[src/rtl/uart_txc_pkg.sv]
package uart_txc_pkg;
  typedef enum logic [1:0] {
    JOB_DATA  = 2'd0,
    JOB_IDLE  = 2'd1,
    JOB_BREAK = 2'd2
  } job_e;

  localparam int CTL_W      = 8;
  localparam int BIT_BUFIE  = 7;
  localparam int BIT_DONEIE = 6;
  localparam int BIT_TXEN   = 3;
  localparam int BIT_BRK    = 0;
endpackage

[src/rtl/uart_txc_ctl.sv]
module uart_txc_ctl
  import uart_txc_pkg::*;
(
  input  logic             clk,
  input  logic             rst_n,
  input  logic             wr,
  input  logic [CTL_W-1:0] wdata,
  input  logic             sh_busy,
  output logic [CTL_W-1:0] ctl,
  output logic             idle_req,
  output logic             brk_req
);
  logic [CTL_W-1:0] ctl_q, ctl_d;

  always_comb begin
    ctl_d = ctl_q;
    if (wr) ctl_d = wdata;
  end

  // enable re-asserted while a character is leaving -> one idle char
  assign idle_req = wr & wdata[BIT_TXEN] & ~ctl_q[BIT_TXEN] & sh_busy;
  // break bit rising with the transmitter left enabled -> one break char
  assign brk_req  = wr & wdata[BIT_BRK] & ~ctl_q[BIT_BRK] & wdata[BIT_TXEN];

  always_ff @(posedge clk or negedge rst_n) begin
    if (!rst_n) ctl_q <= '0;
    else        ctl_q <= ctl_d;
  end

  assign ctl = ctl_q;
endmodule

[src/rtl/uart_txc_sched.sv]
module uart_txc_sched
  import uart_txc_pkg::*;
#(
  parameter int DATA_BITS = 8
) (
  input  logic                 clk,
  input  logic                 rst_n,
  input  logic                 te,
  input  logic                 dat_wr,
  input  logic [DATA_BITS-1:0] dat_wdata,
  input  logic                 idle_req,
  input  logic                 brk_req,
  input  logic                 sh_busy,
  output logic                 launch,
  output job_e                 job,
  output logic [DATA_BITS-1:0] job_data,
  output logic                 buf_empty,
  output logic                 tx_done,
  output logic                 oe
);
  logic [DATA_BITS-1:0] buf_q;
  logic full_q, full_d;
  logic pidle_q, pidle_d;
  logic pbrk_q, pbrk_d;
  logic oe_q, oe_d;
  logic done_q, done_d;
  logic can_go, work_left;

  assign can_go    = (te | oe_q) & ~sh_busy;
  assign work_left = sh_busy | full_q | pidle_q | pbrk_q;

  always_comb begin
    job = JOB_DATA;
    if (pbrk_q)       job = JOB_BREAK;
    else if (pidle_q) job = JOB_IDLE;
    launch = can_go & (pbrk_q | pidle_q | full_q);
  end

  always_comb begin
    pbrk_d  = brk_req  | (pbrk_q  & ~(launch & (job == JOB_BREAK)));
    pidle_d = idle_req | (pidle_q & ~(launch & (job == JOB_IDLE)));
    full_d  = dat_wr   | (full_q  & ~(launch & (job == JOB_DATA)));
    done_d  = ~(dat_wr | idle_req | brk_req) & ~work_left & ~launch;
    oe_d    = te | (oe_q & work_left);
  end

  always_ff @(posedge clk or negedge rst_n) begin
    if (!rst_n) begin
      full_q  <= 1'b0;
      pidle_q <= 1'b0;
      pbrk_q  <= 1'b0;
      oe_q    <= 1'b0;
      done_q  <= 1'b1;
    end else begin
      full_q  <= full_d;
      pidle_q <= pidle_d;
      pbrk_q  <= pbrk_d;
      oe_q    <= oe_d;
      done_q  <= done_d;
    end
  end

  always_ff @(posedge clk or negedge rst_n) begin
    if (!rst_n)      buf_q <= '0;
    else if (dat_wr) buf_q <= dat_wdata;
  end

  assign job_data  = buf_q;
  assign buf_empty = ~full_q;
  assign tx_done   = done_q;
  assign oe        = oe_q;
endmodule

[src/rtl/uart_txc_shift.sv]
module uart_txc_shift
  import uart_txc_pkg::*;
#(
  parameter int DATA_BITS  = 8,
  parameter int OVERSAMPLE = 16
) (
  input  logic                 clk,
  input  logic                 rst_n,
  input  logic                 tick,
  input  logic                 start,
  input  job_e                 job,
  input  logic [DATA_BITS-1:0] data,
  output logic                 busy,
  output logic                 line
);
  localparam int FRAME_BITS = DATA_BITS + 2;
  localparam int TW = (OVERSAMPLE > 1) ? $clog2(OVERSAMPLE) : 1;
  localparam int BW = $clog2(FRAME_BITS);
  localparam logic [TW-1:0] TICK_LAST = TW'(OVERSAMPLE - 1);
  localparam logic [BW-1:0] BIT_LAST  = BW'(FRAME_BITS - 1);

  logic                  busy_q, busy_d;
  logic [FRAME_BITS-1:0] frm_q, frm_d, frm_load;
  logic [TW-1:0]         tcnt_q, tcnt_d;
  logic [BW-1:0]         bcnt_q, bcnt_d;
  logic                  bit_end;

  always_comb begin
    case (job)
      JOB_IDLE:  frm_load = '1;
      JOB_BREAK: frm_load = '0;
      default:   frm_load = {1'b1, data, 1'b0};
    endcase
  end

  assign bit_end = busy_q & tick & (tcnt_q == TICK_LAST);

  always_comb begin
    busy_d = busy_q;
    frm_d  = frm_q;
    tcnt_d = tcnt_q;
    bcnt_d = bcnt_q;
    if (start && !busy_q) begin
      busy_d = 1'b1;
      frm_d  = frm_load;
      tcnt_d = '0;
      bcnt_d = '0;
    end else if (busy_q && tick) begin
      tcnt_d = tcnt_q + 1'b1;
      if (bit_end) begin
        tcnt_d = '0;
        if (bcnt_q == BIT_LAST) begin
          busy_d = 1'b0;
        end else begin
          bcnt_d = bcnt_q + 1'b1;
          frm_d  = {1'b1, frm_q[FRAME_BITS-1:1]};
        end
      end
    end
  end

  always_ff @(posedge clk or negedge rst_n) begin
    if (!rst_n) begin
      busy_q <= 1'b0;
      frm_q  <= '1;
      tcnt_q <= '0;
      bcnt_q <= '0;
    end else begin
      busy_q <= busy_d;
      frm_q  <= frm_d;
      tcnt_q <= tcnt_d;
      bcnt_q <= bcnt_d;
    end
  end

  assign busy = busy_q;
  assign line = busy_q ? frm_q[0] : 1'b1;
endmodule

[src/rtl/uart_txc.sv]
module uart_txc
  import uart_txc_pkg::*;
#(
  parameter int DATA_BITS  = 8,
  parameter int OVERSAMPLE = 16
) (
  input  logic                 clk,
  input  logic                 rst_n,
  input  logic                 reg_wr,
  input  logic [CTL_W-1:0]     reg_wdata,
  output logic [CTL_W-1:0]     reg_rdata,
  input  logic                 dat_wr,
  input  logic [DATA_BITS-1:0] dat_wdata,
  input  logic                 baud_tick,
  output logic                 tx_out,
  output logic                 tx_oe,
  output logic                 buf_empty,
  output logic                 tx_done,
  output logic                 irq
);
  logic rst_meta, rst_sync;
  logic [CTL_W-1:0] ctl;
  logic idle_req, brk_req, sh_busy, launch;
  job_e job;
  logic [DATA_BITS-1:0] job_data;

  always_ff @(posedge clk or negedge rst_n) begin
    if (!rst_n) {rst_sync, rst_meta} <= 2'b00;
    else        {rst_sync, rst_meta} <= {rst_meta, 1'b1};
  end

  uart_txc_ctl u_ctl (
    .clk      (clk),
    .rst_n    (rst_sync),
    .wr       (reg_wr),
    .wdata    (reg_wdata),
    .sh_busy  (sh_busy),
    .ctl      (ctl),
    .idle_req (idle_req),
    .brk_req  (brk_req)
  );

  uart_txc_sched #(.DATA_BITS(DATA_BITS)) u_sched (
    .clk       (clk),
    .rst_n     (rst_sync),
    .te        (ctl[BIT_TXEN]),
    .dat_wr    (dat_wr),
    .dat_wdata (dat_wdata),
    .idle_req  (idle_req),
    .brk_req   (brk_req),
    .sh_busy   (sh_busy),
    .launch    (launch),
    .job       (job),
    .job_data  (job_data),
    .buf_empty (buf_empty),
    .tx_done   (tx_done),
    .oe        (tx_oe)
  );

  uart_txc_shift #(.DATA_BITS(DATA_BITS), .OVERSAMPLE(OVERSAMPLE)) u_shift (
    .clk   (clk),
    .rst_n (rst_sync),
    .tick  (baud_tick),
    .start (launch),
    .job   (job),
    .data  (job_data),
    .busy  (sh_busy),
    .line  (tx_out)
  );

  assign reg_rdata = ctl;
  assign irq = (buf_empty & ctl[BIT_BUFIE]) | (tx_done & ctl[BIT_DONEIE]);
endmodule

[config.mk]
export PLATFORM = sky130hd
export DESIGN_NAME = uart_txc
export DESIGN_NICKNAME = d
export VERILOG_FILES = /design/src/rtl/uart_txc_pkg.sv /design/src/rtl/uart_txc_ctl.sv /design/src/rtl/uart_txc_sched.sv /design/src/rtl/uart_txc_shift.sv /design/src/rtl/uart_txc.sv
export SDC_FILE = /design/constraint.sdc
export NUM_CORES = 1
export LEC_CHECK = 0
export ABC_AREA = 1
export BUFFER_PORTS_ARGS = -buffer_cell sky130_fd_sc_hd__buf_4
export CAP_MARGIN = 15
export CORE_MARGIN = 3
export CORE_UTILIZATION = 40
export CTS_CLUSTER_DIAMETER = 40
export DETAILED_ROUTE_END_ITERATION = 12
export HOLD_SLACK_MARGIN = 0.05
export MAX_ROUTING_LAYER = met4
export SKIP_CTS_REPAIR_TIMING = 1
export SLEW_MARGIN = 30
export SYNTH_ARGS = -nofsm -noshare
export SYNTH_HDL_FRONTEND = slang
export SYNTH_SLANG_ARGS = --single-unit
[constraint.sdc]
create_clock -name clk -period 3.63 [get_ports clk]
set_clock_uncertainty 0.1 [all_clocks]
set_input_delay 0.1815 -clock clk [delete_from_list [all_inputs] [get_ports clk]]
set_output_delay 0.1815 -clock clk [all_outputs]
set_load 0.01 [all_outputs]
==> results of run 1 <==
## power by group
group	internal [mW]	switching (mW)	leakage [nW]	total [mW]
combinational	0.0883	0.0809	0.780	0.169
sequential	0.526	0.0523	0.476	0.578
clock	0.202	0.157	0.0579	0.359
total	0.816	0.290	1.31	1.11
## cells by family after synthesis
logic type | Yosys count | share of synthesized area [%]
simple gates | 154 | 33.3
flops | 42 | 52.3
buf+inv | 25 | 6.39
compound gates | 11 | 2.77
mux | 5 | 2.77
fa+ha+maj | 3 | 1.84
other cells | 1 | 0.184
xor+xnor | 1 | 0.430
## worst min-delay path: stages
cell and delay (ns):
buf_4 0.09, nand2_1 0.04, o21ai_0 0.06
## layer usage
metal / track usage, % / share of wire, %
met5: - / 0
met4: 3.20 / 0.97
met3: 4.87 / 5.2
met2: 20.2 / 48
met1: 18.5 / 46
## metrics by stage
step / std cells / hold WS, ns / util (%) / cell area [um^2]
2_1_floorplan: 242 / -0.214 / - / 2040
3_3_place_gp: 333 / -0.135 / 47.8 / 2300
3_5_place_dp: 333 / -0.135 / 47.8 / 2300
4_1_cts: 341 / -0.460 / 50.1 / 2410
5_1_grt: 357 / 0.0599 / 53.4 / 2570
6_report: 357 / 0.0162 / 53.4 / 2570
## layout by cell type (no fill, tap or decap), types with 2 or more instances in the layout
master | Yosys | layout
inv_1 | 13 | 13
o21ai_0 | 7 | 7
nand4_1 | 3 | 3
nand2_4 | 4 | 4
nand2_1 | 96 | 96
nor2_1 | 25 | 25
a21oi_1 | 2 | 2
buf_4 | 3 | 34
ha_1 | 3 | 3
clkinv_2 | 0 | 2
dfrtp_1 | 31 | 30
clkbuf_8 | 0 | 5
dfstp_2 | 11 | 11
dlygate4sd3_1 | 0 | 16
nand3_1 | 19 | 19
mux2_2 | 5 | 5
## worst paths after layout
check | endpoint | slack [ns]
setup / recovery | u_shift.bcnt_q[0]$_DFFE_PN0P_ | 1.55
hold / removal | u_ctl.ctl[3]$_DFFE_PN0P_ | 0.02
setup reg to reg | u_shift.bcnt_q[0]$_DFFE_PN0P_ | 1.55
hold reg to reg | u_sched.pidle_q$_DFF_PN0_ | 0.17
max in group asynchronous | u_shift.frm_q[1]$_DFFE_PN1P_ | 2.59
min in group asynchronous | rst_sync$_DFF_PN0_ | 0.11
## state kept, by name, summed over array words and instances, names as in the netlist
signal,count
u_sched.job_data,8
u_shift.busy,1
rst_sync,1
u_sched.tx_done,1
u_shift.bcnt_q,4
u_sched.oe,1
u_ctl.ctl,8
u_sched.full_q,1
u_shift.frm_q,10
rst_meta,1
u_shift.tcnt_q,4
u_sched.pbrk_q,1
u_sched.pidle_q,1
## layout make-up
class | count | share of cell area (%)
inverters | 15 | 2.19
multi-input cells | 175 | 32.7
clock inverters | 3 | 1.56
repair buffers | 50 | 16.2
well taps | 67 | 3.26
flip-flops and latches | 42 | 41.5
clock buffers | 5 | 2.68
==> flow_summary.toml, run 1 <==
[logic_synthesis]
ys_seq_area_share_pct = 52.3
yosysWarnings = 0
async_reset_ff_share_pct = 100
synth_cell_type_count = 30
netlist_area_um2 = 2040
yosysMostFrequentCell = "nand2_1"
synth.largest_area_cell = "dfrtp_1"
syn_nets = 266
syn_inst = 242
ys_ff_latch = 42
avgSynthCellArea_um2 = 8.41
synth_ff_type = "dfrtp_1"
synth_top_area_share_pct = 38.1
synth_edf_count = 0
netlist_top_cells_area = "dfrtp_1, nand2_1, dfstp_2, nand3_1, nor2_1"
synth_common_cells = "nand2_1, dfrtp_1, nor2_1"

[timing]
setup_viol = 0
max_freq_mhz = 481
tightest_slew_ns = 0.747
finalCritPeriodShare_pct = 57.3
drv_slew = 0
fin_ws_ns = 1.55
finalSetupTns_ns = 0
rsz0062_at_grt = "false"
relSlewSlack_pct = 50.0
hold_viol_final = 0
min_period_ns = 2.08

[route]
drtIter0Drc = 94
firstDrtPassIters = 4
wl_per_cell_um = 10.9
drc = 0
ant_nets = 0
vias = 1624
totalWireLength_um = 3910
viasPerCell = 4.55

[setup_path]
crit_buf_inv = 1
required_ns = 3.71
reg2regPathDepth = 6
max_stage_delay_ns = 0.61
cp.arrival_ns = 2.16
path_cells = "nor2_1 > nand2_4 > nand2_4 > inv_2 > nand2_1 > nand2_1"
crit_path_max_fanout = 22
path_delay_family = "simple AND/OR/NAND/NOR gates"
slowest_stage = "nor2_1"
rr_startpoint = "u_shift.busy$_DFFE_PN0P_"
worst-path-stages = 6
start_kind = "register"
cp-startpoint = "u_shift.busy$_DFFE_PN0P_"
worst_setup_path_end_kind = "register"
criticalPathCategory = "register to register"

[power_and_ir_drop]
ir_drop_v = 0.000158
p_per_area_nw_per_um2 = 430
power.total_mw = 1.11
leakagePower_nw = 1.31

[worst_hold_path]
worstHoldPathCells = 3
min_path_type = "input pin to register"
min_from = "reg_wdata[3]"

[global_routing]
gr-total-overflow = 0
gr-usage-all-layers_pct = 13.8
grt_antenna_before_repair = 0
grt_pass1_vias = 1403
grt_start_max_net_pins = 29
grt_pass1_wl_um = 6520

[cts]
clock_path_buffers = 2
htree_levels = 2
cts_buffers = 5
cts_sinks = 42
clock_insertion_delay_worst_skew_ns = 0.29
tritoncts = "done"
clockRootBuffer = "clkbuf_8"
cts.clk_slew.worst_paths_ns = 0.08

[final_layout]
seq_area_um2 = 1070
drive_gt1_share_pct = 23.8
multiInputGateArea_um2 = 841
nets = 313
area_growth_pct = 26.3
antenna_cells = 0
fillers = 486

[flow_run]
cap_violations = 0

[floorplan]
io_pins = 34
dieArea_um2 = 5980
die_w_um = 77.3
start_util_pct = 42.3
placementRows = 25
die_y_um = 77.3
core_um2 = 4820

[placement]
place_congestion = 0.848
port_buffers = 33
dp_hpwl_um = 2740
preCtsSetupSlack_ns = 1.54

[outcome]
status = "complete, no violations"
(Power assumes the default switching activity.)
==> inputs of run 2 (changes only) <==
==> constraint.sdc (replaced) <==
create_clock -name clk -period 1.9 [get_ports clk]
set_clock_uncertainty 0.1 [all_clocks]
set_input_delay 0.095 -clock clk [delete_from_list [all_inputs] [get_ports clk]]
set_output_delay 0.095 -clock clk [all_outputs]
set_load 0.01 [all_outputs]
==> flow_summary.toml, run 2 (synthesis gave the netlist of run 1 again) <==
[power_and_ir_drop]
ir_drop_v = 0.000485
power.total_mw = 2.05
leakagePower_nw = 1.36
p_per_area_nw_per_um2 = 756

[placement]
place_congestion = 0.799
port_buffers = 33
dp_hpwl_um = 2610
placedCellCount = 335

[setup_path]
crit_path_max_fanout = 14
criticalPathCategory = "register to register"
required_ns = 2.04
cp.arrival_ns = 1.76
worst_setup_path_end_kind = "register"
start_kind = "register"

[route]
vias = 1659
ant_nets = 0
drtIter0Drc = 102
totalWireLength_um = 4000
viasPerCell = 4.45
drc = 0
wl_per_cell_um = 10.7
firstDrtPassIters = 4

[floorplan]
dieArea_um2 = 5980
die_w_um = 77.3
placementRows = 25
core_um2 = 4820
start_util_pct = 42.3
die_y_um = 77.3
io_pins = 34

[cts]
cts_buffers = 5
clock_insertion_delay_worst_skew_ns = 0.29
cts.clk_slew.worst_paths_ns = 0.08
cts_sinks = 42
clock_path_buffers = 2
tritoncts = "done"
clockRootBuffer = "clkbuf_8"
htree_levels = 2

[timing]
max_freq_mhz = 617
finalSetupTns_ns = 0
hold_slack_ns = 0.0447
min_period_ns = 1.62
finalCritPeriodShare_pct = 85.3
drv_slew = 0
setup_viol = 0
rsz0062_at_grt = "false"
hold_viol_final = 0

[final_layout]
regMostFlops = "u_shift.frm_q"
final_cells = 373
area_growth_pct = 33.0
largest_reg_flops = 10
finish.utilization_pct = 56.2
nets = 329
final_common_cell = "nand2_1"
mostFrequentLayoutCells = "nand2_1, buf_4, dfrtp_1"
antenna_cells = 0
drive_gt1_share_pct = 22.5

[outcome]
status = "complete, no violations"

[global_routing]
grt_start_max_net_pins = 41
grt_antenna_before_repair = 0
gr-total-overflow = 0
grt_pass1_wl_um = 6780
grt_pass1_vias = 1560
gr-usage-all-layers_pct = 14.3

[worst_hold_path]
min_path_type = "input pin to register"

[flow_run]
cap_violations = 0
[run 2: worst max-delay path, stage by stage (launching register included)]
cell and delay [ns]:
dfrtp_1 0.51, nor2_4 0.16, nand2_2 0.15, nand2_4 0.19
nand2_4 0.13, inv_2 0.18, nand2_1 0.07, nand2_1 0.06
[run 2: path summary, 6_finish.rpt]
check / slack, ns / start / end / depth (start not counted)
setup / recovery: 0.28 / u_sched.pidle_q$_DFF_PN0_ / u_shift.frm_q[8]$_DFFE_PN1P_ / 7
hold / removal: 0.04 / baud_tick / u_shift.tcnt_q[3]$_DFFE_PN0P_ / 4
setup reg to reg: 0.28 / u_sched.pidle_q$_DFF_PN0_ / u_shift.frm_q[8]$_DFFE_PN1P_ / 7
hold reg to reg: 0.19 / rst_sync$_DFF_PN0_ / u_shift.bcnt_q[1]$_DFFE_PN0P_ / 1
max in group asynchronous: 1.03 / rst_n / rst_sync$_DFF_PN0_ / 3
min in group asynchronous: 0.19 / rst_sync$_DFF_PN0_ / u_shift.bcnt_q[1]$_DFFE_PN0P_ / 1
[run 2: routing by layer]
layer / up-vias / global-route usage, % / wire length (um)
met4: 0 / 4.80 / 53
met1: 739 / 18.4 / 1950
met2: 35 / 22.1 / 1830
li1: 879 / - / -
met3: 6 / 3.83 / 169
met5: - / - / 0
[run 2: metrics by stage]
stage,cell area (um^2),setup slack (ns)
floorplan,2040,0.459
global placement,2320,0.310
detailed placement,2320,0.274
CTS,2410,0.264
global route,2710,0.0786
finish,2710,0.280
[run 2: area by class of cell]
class / instances / area [um^2]
tap: 67 / 83.8
multi-input combinational: 175 / 841
clock buffer: 7 / 86.3
inverter: 15 / 56.3
sequential: 42 / 1060
clock inverter: 1 / 5.00
fill: 474 / 2110
timing repair buffer: 66 / 571
[run 2: report_power, final]
part	total (mW)	internal (mW)	leakage, nW	switching, mW
clock network	0.590	0.293	0.0482	0.297
registers	1.09	1.00	0.477	0.0860
logic	0.368	0.191	0.836	0.177
==> inputs of run 3 (changes only) <==
--- a/config.mk
+++ b/config.mk
@@ -8,12 +8,14 @@
 export ABC_AREA = 1
 export BUFFER_PORTS_ARGS = -buffer_cell sky130_fd_sc_hd__buf_4
 export CAP_MARGIN = 15
-export CORE_MARGIN = 3
+export CORE_MARGIN = 2
 export CORE_UTILIZATION = 40
 export CTS_CLUSTER_DIAMETER = 40
 export DETAILED_ROUTE_END_ITERATION = 12
 export HOLD_SLACK_MARGIN = 0.05
 export MAX_ROUTING_LAYER = met4
+export RECOVER_POWER = 100
+export SETUP_SLACK_MARGIN = 0.4
 export SKIP_CTS_REPAIR_TIMING = 1
 export SLEW_MARGIN = 30
 export SYNTH_ARGS = -nofsm -noshare
==> flow_summary.toml, run 3 (synthesis gave the netlist of run 1 again) <==
[setup_path]
path_cells = "nor2_4 > nand2_1 > nand2_4 > buf_4 > nand2_1 > nand2_1 > nand2_1 > nand2_1"
start_kind = "register"
criticalPathCategory = "register to register"
cp-startpoint = "u_sched.pidle_q$_DFF_PN0_"
worst_setup_path_end_kind = "register"
slowest_stage = "dfrtp_2"
r2r_end = "u_shift.frm_q[4]$_DFFE_PN1P_"
required_ns = 2.03
reg2regPathDepth = 8
crit_path_frequent_cell = "nand2_1"
rr_startpoint = "u_sched.pidle_q$_DFF_PN0_"
crit_path_end = "u_shift.frm_q[4]$_DFFE_PN1P_"
rrSetupSlack_ns = 0.37
max_stage_delay_ns = 0.44
crit_path_max_fanout = 10
cp.arrival_ns = 1.66

[timing]
min_period_ns = 1.53
hold_viol_final = 0
relSlewSlack_pct = 35.5
finalCritPeriodShare_pct = 80.6
finalSetupTns_ns = 0
max_freq_mhz = 653
drv_slew = 0
setup_viol = 0
rsz0062_at_grt = "true"
tightest_slew_ns = 0.967

[floorplan]
die_w_um = 75.3
placementRows = 25
core_um2 = 4820
start_util_pct = 42.3
die_y_um = 75.3
dieArea_um2 = 5680
io_pins = 34

[final_layout]
final_common_cell = "nand2_1"
mostFrequentLayoutCells = "nand2_1, dfrtp_1, dlygate4sd3_1"
stdcell_area_um2 = 2760
fillers = 481
regMostFlops = "u_shift.frm_q"
drive_gt1_share_pct = 22.1
nets = 335
largest_reg_flops = 10
area_growth_pct = 35.6
antenna_cells = 0

[outcome]
status = "complete, no violations"

[route]
vias = 1695
firstDrtPassIters = 4
wl_per_cell_um = 10.9
ant_nets = 0
drtIter0Drc = 32
viasPerCell = 4.47
totalWireLength_um = 4120
drc = 0

[power_and_ir_drop]
ir_drop_v = 0.000399
leakagePower_nw = 1.36
p_per_area_nw_per_um2 = 781

[cts]
clock_insertion_delay_worst_skew_ns = 0.29
clockRootBuffer = "clkbuf_8"
clock_path_buffers = 2
cts.clk_slew.worst_paths_ns = 0.08
htree_levels = 2
cts_sinks = 42
tritoncts = "done"
cts_buffers = 5

[placement]
place_congestion = 0.784
dp_hpwl_um = 2550
port_buffers = 33
postPlaceCellArea_um2 = 2320

[flow_run]
cap_violations = 0

[global_routing]
gr-total-overflow = 0
grt_start_max_net_pins = 41
grt_pass1_vias = 1478
grt_pass1_wl_um = 6330
gr-usage-all-layers_pct = 15.1
grt_antenna_before_repair = 0

[worst_hold_path]
min_path_type = "input pin to register"
-- run 3: cell types whose count changed in the layout (fill, tap and decap cells not counted), sizes merged --
cell | before | now
buf | 36 | 16
clkbuf | 7 | 37
clkinv | 2 | 1
dlygate4sd3 | 30 | 27
-- run 3: power breakdown --
group / switching (mW) / leakage, nW / total (mW) / internal, mW
Sequential: 0.0924 / 0.477 / 1.10 / 1.00
Clock: 0.290 / 0.0575 / 0.657 / 0.367
Combinational: 0.192 / 0.823 / 0.404 / 0.213
Total: 0.574 / 1.36 / 2.16 / 1.58
-- run 3: layer usage --
layer  up-vias  GRT usage, %  routed length [um]
met3         7          2.91                 131
met4         0          6.43                  64
li1        894             -                   -
met5         -             -                   0
met1       763          18.8                1890
met2        31          24.1                2030
-- run 3: worst min-delay path by stage --
stage	startpoint	to	slack, ns	cells past startpoint
floorplan	rst_n	rst_meta$_DFF_PN0_	-0.30	0
global placement	rst_n	rst_meta$_DFF_PN0_	-0.22	1
detailed placement	rst_n	rst_meta$_DFF_PN0_	-0.22	1
CTS	rst_n	rst_meta$_DFF_PN0_	-0.54	1
global route	baud_tick	u_shift.tcnt_q[3]$_DFFE_PN0P_	0.06	4
finish	reg_wr	u_ctl.ctl[7]$_DFFE_PN0P_	0.003	2
-- run 3: area by class of cell --
type	count	area (um^2)	share of cell area, %
flip-flops and latches	42	1070	38.7
multi-input cells	175	872	31.6
repair buffers	72	568	20.6
clock buffers	8	110	3.99
well taps	67	83.8	3.04
inverters	15	58.8	2.13
-- run 3: metrics by stage --
step	total power, mW	worst slack (ns)	util (%)	cells	hold slack, ns
after floorplan	1.31	0.459	-	242	-0.301
after global placement	1.42	0.314	48.1	335	-0.222
after detailed placement	1.41	0.292	48.1	335	-0.222
after CTS	2.10	0.275	50.4	343	-0.543
after global routing	2.29	0.223	57.3	379	0.0619
final	2.16	0.368	57.3	379	0.00310
-- run 3: worst max-delay path: cells and delay by family, from the launching register on --
family	cells	cell delay [ns]
buf+inv	1	0.16
flops	1	0.44
simple gates	7	0.76
